[config.mk]
export PLATFORM = sky130hd
export DESIGN_NAME = alu8fn
export DESIGN_NICKNAME = d
export VERILOG_FILES = /design/src/rtl/alu8fn_pkg.sv /design/src/rtl/alu8fn_addsub.sv /design/src/rtl/alu8fn_bitwise.sv /design/src/rtl/alu8fn_lshift.sv /design/src/rtl/alu8fn.sv
export SDC_FILE = /design/constraint.sdc
export NUM_CORES = 1
export LEC_CHECK = 0
export ABC_AREA = 1
export BUFFER_PORTS_ARGS = -buffer_cell sky130_fd_sc_hd__buf_2
export CORE_MARGIN = 10
export CORE_UTILIZATION = 30
export DETAILED_ROUTE_END_ITERATION = 7
export SLEW_MARGIN = 20
export SYNTH_ARGS = -nofsm -noshare
export SYNTH_HDL_FRONTEND = slang
export SYNTH_SLANG_ARGS = --single-unit
[constraint.sdc]
create_clock -name vclk -period 7.3
set_input_delay 1.095 -clock vclk [all_inputs]
set_output_delay 1.095 -clock vclk [all_outputs]
set_load 0.05 [all_outputs]
[src/rtl/alu8fn_pkg.sv]
package alu8fn_pkg;
    typedef enum logic [2:0] {
        OP_ADD   = 3'd0,
        OP_SUB   = 3'd1,
        OP_INV   = 3'd2,
        OP_AND   = 3'd3,
        OP_OR    = 3'd4,
        OP_XOR   = 3'd5,
        OP_CLAMP = 3'd6,
        OP_SHL   = 3'd7
    } alu_op_e;
endpackage

[src/rtl/alu8fn_addsub.sv]
module alu8fn_addsub #(
    parameter int W = 8
) (
    input  logic [W-1:0] a,
    input  logic [W-1:0] b,
    input  logic         sub,
    output logic [W-1:0] sum,
    output logic         cout
);
    logic [W-1:0] b_eff;
    logic [W:0]   full;

    always_comb begin
        b_eff = b ^ {W{sub}};
        full  = {1'b0, a} + {1'b0, b_eff} + {{W{1'b0}}, sub};
        sum   = full[W-1:0];
        cout  = full[W];
    end
endmodule

[src/rtl/alu8fn_bitwise.sv]
module alu8fn_bitwise #(
    parameter int W = 8
) (
    input  logic [W-1:0] a,
    input  logic [W-1:0] b,
    output logic [W-1:0] y_inv,
    output logic [W-1:0] y_and,
    output logic [W-1:0] y_or,
    output logic [W-1:0] y_xor
);
    always_comb begin
        y_inv = ~a;
        y_and = a & b;
        y_or  = a | b;
        y_xor = a ^ b;
    end
endmodule

[src/rtl/alu8fn_lshift.sv]
module alu8fn_lshift #(
    parameter int W = 8
) (
    input  logic [W-1:0] a,
    input  logic [W-1:0] amt,
    output logic [W-1:0] y
);
    localparam int SHW = (W > 1) ? $clog2(W) : 1;
    localparam logic [W:0] W_VAL = (W + 1)'(W);

    logic too_far;

    always_comb begin
        too_far = ({1'b0, amt} >= W_VAL);
        y       = too_far ? '0 : (a << amt[SHW-1:0]);
    end
endmodule

[src/rtl/alu8fn.sv]
module alu8fn
    import alu8fn_pkg::*;
#(
    parameter int W = 8
) (
    input  logic [W-1:0] opnd_a,
    input  logic [W-1:0] opnd_b,
    input  logic [2:0]   op_sel,
    output logic [W-1:0] result,
    output logic         zero_flag,
    output logic         pos_flag,
    output logic         carry_flag
);
    alu_op_e      op;
    logic         sub_mode;
    logic [W-1:0] sum;
    logic         cout;
    logic [W-1:0] y_inv, y_and, y_or, y_xor, y_shl;

    assign op       = alu_op_e'(op_sel);
    assign sub_mode = (op == OP_SUB) || (op == OP_CLAMP);

    alu8fn_addsub #(.W(W)) u_addsub (
        .a(opnd_a), .b(opnd_b), .sub(sub_mode), .sum(sum), .cout(cout)
    );

    alu8fn_bitwise #(.W(W)) u_bitwise (
        .a(opnd_a), .b(opnd_b),
        .y_inv(y_inv), .y_and(y_and), .y_or(y_or), .y_xor(y_xor)
    );

    alu8fn_lshift #(.W(W)) u_lshift (
        .a(opnd_a), .amt(opnd_b), .y(y_shl)
    );

    // Result select; in subtract mode cout = 0 means a borrow, i.e. A < B.
    always_comb begin
        result     = '0;
        carry_flag = 1'b0;
        unique case (op)
            OP_ADD:   begin result = sum; carry_flag = cout; end
            OP_SUB:   begin result = sum; carry_flag = cout; end
            OP_INV:   result = y_inv;
            OP_AND:   result = y_and;
            OP_OR:    result = y_or;
            OP_XOR:   result = y_xor;
            OP_CLAMP: result = cout ? opnd_a : '0;
            OP_SHL:   result = y_shl;
            default:  result = '0;
        endcase
    end

    assign zero_flag = ~|result;
    assign pos_flag  = |result;
endmodule

==> qor.yml <==
power_and_ir_drop:
  total_power_uw: 167
  power_report.internal_total_uw: 50.3
  power.share.sequential_pct: 0
  power_density_nw_per_um2: 91.8
  clkPwrFrac_pct: 0
  p_leak_uw: 0.00112
  power.ir.vdd_worst_mv: 0.0540
  power.net_switching_uw: 117
  netSwitchingFraction_pct: 69.9
  power.share.combinational_pct: 100.0
sta:
  layout_min_cycle_time_ns: 4.94
  final-max-slew-violation-count: 0
  final.setup.worst_slack_ns: 2.36
  max_freq_mhz: 203
  setup-violations-final: 0
  tightest_slew_ns: 0.548
  slew-limit-headroom_pct: 63.2
  grt_setup_unrepaired: "false"
  finalHoldViolCount: 0
  period_share_pct: 67.6
  timing.setup.tns_ns: 0
floorplanning:
  floorplan.die_area_um2: 8720
  io_pins: 30
  die_height_um: 93.4
  placeableCoreArea_um2: 5170
  fp-row-count: 26
  initial_core_util_pct: 31.2
  width_of_the_chip_um: 93.4
worst_setup_path:
  critical_path_class: "in -> out"
  worstPathBufferInverterCount: 3
  critPathMaxStageDelay_ns: 0.46
  worst_setup_path_start_kind: "primary input"
  critical-path-slowest-cell: "sky130_fd_sc_hd__fa_1"
  critical-path-top-delay-family: "simple AND/OR/NAND/NOR gates"
  worstSetupEndpointType: "output pin"
  crit_path_cell_trace: "buf_2 -> inv_1 -> nand3_4 -> nand2_1 -> xor2_1 -> fa_1 -> nand3_1 -> nand2_1 -> nand2_1 -> nand2_1 -> nand2_1 -> nand3_1 -> nand2_1 -> nand2_1 -> nor2_1 -> nand2_1 -> nor2_1 -> buf_2"
  worst-endpoint-required_ns: 6.20
  crit_arrival_ns: 3.84
  crit_path_max_fanout: 10
  critical_path.most_common_cell: "sky130_fd_sc_hd__nand2_1"
  cp.depth: 18
logic_synthesis:
  post_synth_instance_area_um2: 1620
  synthXorXnorAreaFrac_pct: 4.34
  synth_top_cell_by_area: "sky130_fd_sc_hd__nand2_1"
  synth_top_area_share_pct: 24.9
  yosys_warnings: 0
  synth_top_family_by_area: "simple AND/OR/NAND/NOR gates"
  complex_gate_fraction_of_the_synthesized_area_pct: 7.28
  synth.top_cells.by_area: "sky130_fd_sc_hd__nand2_1 25%, sky130_fd_sc_hd__ha_1 19%, sky130_fd_sc_hd__inv_1 10%"
  synth_mux_area_share_pct: 0
  avg_synthesized_cell_area_um2: 5.23
  synth_seq_area_share_pct: 0
  synthSimpleGateAreaFrac_pct: 55.4
  yosysUniqueCellTypes: 23
  postSynthCellCount: 309
  synthesis.nets: 353
  synthAdderAreaFrac_pct: 19.8
clocking:
  postCtsSetupBuffers: 0
  cts_hold_buffers: 0
  ctsResizeCount: 0
grt:
  first_global_vias: 1952
  grt_start_max_net_pins: 14
  grt-ovfl-total: 0
  initial_antenna_violation_count: 0
  all_layer_global_routing_usage_pct: 12.0
  global_route_wire_length_before_repair_mm: 9.01
finish:
  finish.instance_area_um2: 1820
  numSequentialCells: 0
  seq_area_um2: 0
  final_core_utilization_pct: 35.2
  area_delta_synth_final_pct: 12.7
  n_diodes: 0
  final_net_count: 381
  final.clkbuf_count: 0
  layout-drive-gt1-share_pct: 14.9
placement:
  placed_cell_area_um2: 1820
  pre_cts_ws_ns: 2.34
  buffer_ports.inserted: 30
  dp.final_hpwl_mm: 4.51
  gp_congestion: 1.01
min_path:
  worstHoldPathCells: 5
  hp-start: "op_sel[1]"
  min_path_type: "in -> out"
  hold_path_end: "carry_flag"
detailed_routing:
  drc_errors: 0
  drt-pass1-iter-count: 4
  postRouteAntennaNets: 0
  detail_route.wl_per_cell_um: 12.9
  routed-via-count: 2007
  route.final.wire_length_mm: 5.24
  avgViaCountPerCell: 4.96
  detailedRoute.firstIterationViolations: 169
run:
  drv.max_cap_violation_count: 0
status:
  status: "complete, no violations"
-- final cells by class --
| cell class | count | area [um2] |
|---|---|---|
| well taps | 70 | 87.6 |
| inverters | 48 | 180 |
| repair buffers | 30 | 150 |
| multi-input cells | 257 | 1400 |
| fillers | 588 | 3350 |
-- logic make-up after synthesis --
family,after synthesis
compound gates,21
buf+inv,52
fa+ha+maj,25
simple gates,203
xor+xnor,8
-- Yosys cell counts --
library cell and count:
sky130_fd_sc_hd__nand3b_1 1, sky130_fd_sc_hd__ha_1 24, sky130_fd_sc_hd__nand2_2 3, sky130_fd_sc_hd__nor3_1 3, sky130_fd_sc_hd__nor2_1 40, sky130_fd_sc_hd__nand3_2 5
sky130_fd_sc_hd__nor2_4 1, sky130_fd_sc_hd__inv_1 43, sky130_fd_sc_hd__nand3_4 1, sky130_fd_sc_hd__a21o_1 2, sky130_fd_sc_hd__o21ai_0 10, sky130_fd_sc_hd__a21oi_1 6
sky130_fd_sc_hd__xor2_1 8, sky130_fd_sc_hd__nand3_1 32, sky130_fd_sc_hd__o211ai_1 3, sky130_fd_sc_hd__nor2_2 2, sky130_fd_sc_hd__buf_2 2, sky130_fd_sc_hd__buf_6 2
sky130_fd_sc_hd__nand4_1 5, sky130_fd_sc_hd__nand2_1 107, sky130_fd_sc_hd__or2_2 3, sky130_fd_sc_hd__inv_2 5, sky130_fd_sc_hd__fa_1 1
-- layout by cell type, fill, tap and decap left out, types with 3 or more instances in the layout --
master / count
sky130_fd_sc_hd__buf_2: 30
sky130_fd_sc_hd__nand3_2: 5
sky130_fd_sc_hd__inv_1: 43
sky130_fd_sc_hd__ha_1: 24
sky130_fd_sc_hd__a21oi_1: 6
sky130_fd_sc_hd__o211ai_1: 3
sky130_fd_sc_hd__nand2_1: 107
sky130_fd_sc_hd__nand4_1: 5
sky130_fd_sc_hd__nor3_1: 3
sky130_fd_sc_hd__nand2_2: 3
sky130_fd_sc_hd__or2_2: 3
sky130_fd_sc_hd__nor2_1: 40
sky130_fd_sc_hd__nand3_1: 32
sky130_fd_sc_hd__xor2_1: 8
sky130_fd_sc_hd__o21ai_0: 10
sky130_fd_sc_hd__inv_2: 5
-- how the worst max path moves through the flow --
stage                   start   endpoint  slack, ns
floorplan           op_sel[0]  zero_flag       2.16
global placement    op_sel[0]  zero_flag       2.43
detailed placement  op_sel[0]  zero_flag       2.34
CTS                 op_sel[0]  zero_flag       2.34
global route        op_sel[0]  zero_flag       1.99
finish              op_sel[0]  zero_flag       2.36
-- power by group through the flow --
stage	sequential [uW]	combinational, uW	clock, uW
3_3_place_gp	0	166	0
3_5_place_dp	0	167	0
2_1_floorplan	0	125	0
5_1_grt	0	189	0
4_1_cts	0	168	0
6_report	0	167	0
-- metrics by stage --
step / hold WS [ns] / cells
after global placement: 2.93 / 405
after CTS: 2.91 / 405
final: 2.91 / 405
after floorplan: 2.56 / 309
after global routing: 2.96 / 405
after detailed placement: 2.91 / 405
-- per-layer routing --
layer	vias to the layer above	track usage (%)	wire [um]
met3	15	1.44	451
li1	1033	-	-
met2	90	20.2	2340
met1	869	15.4	2290
met5	-	0	0
met4	0	4.11	152
Note: power is estimated with default switching activity, not from simulation.
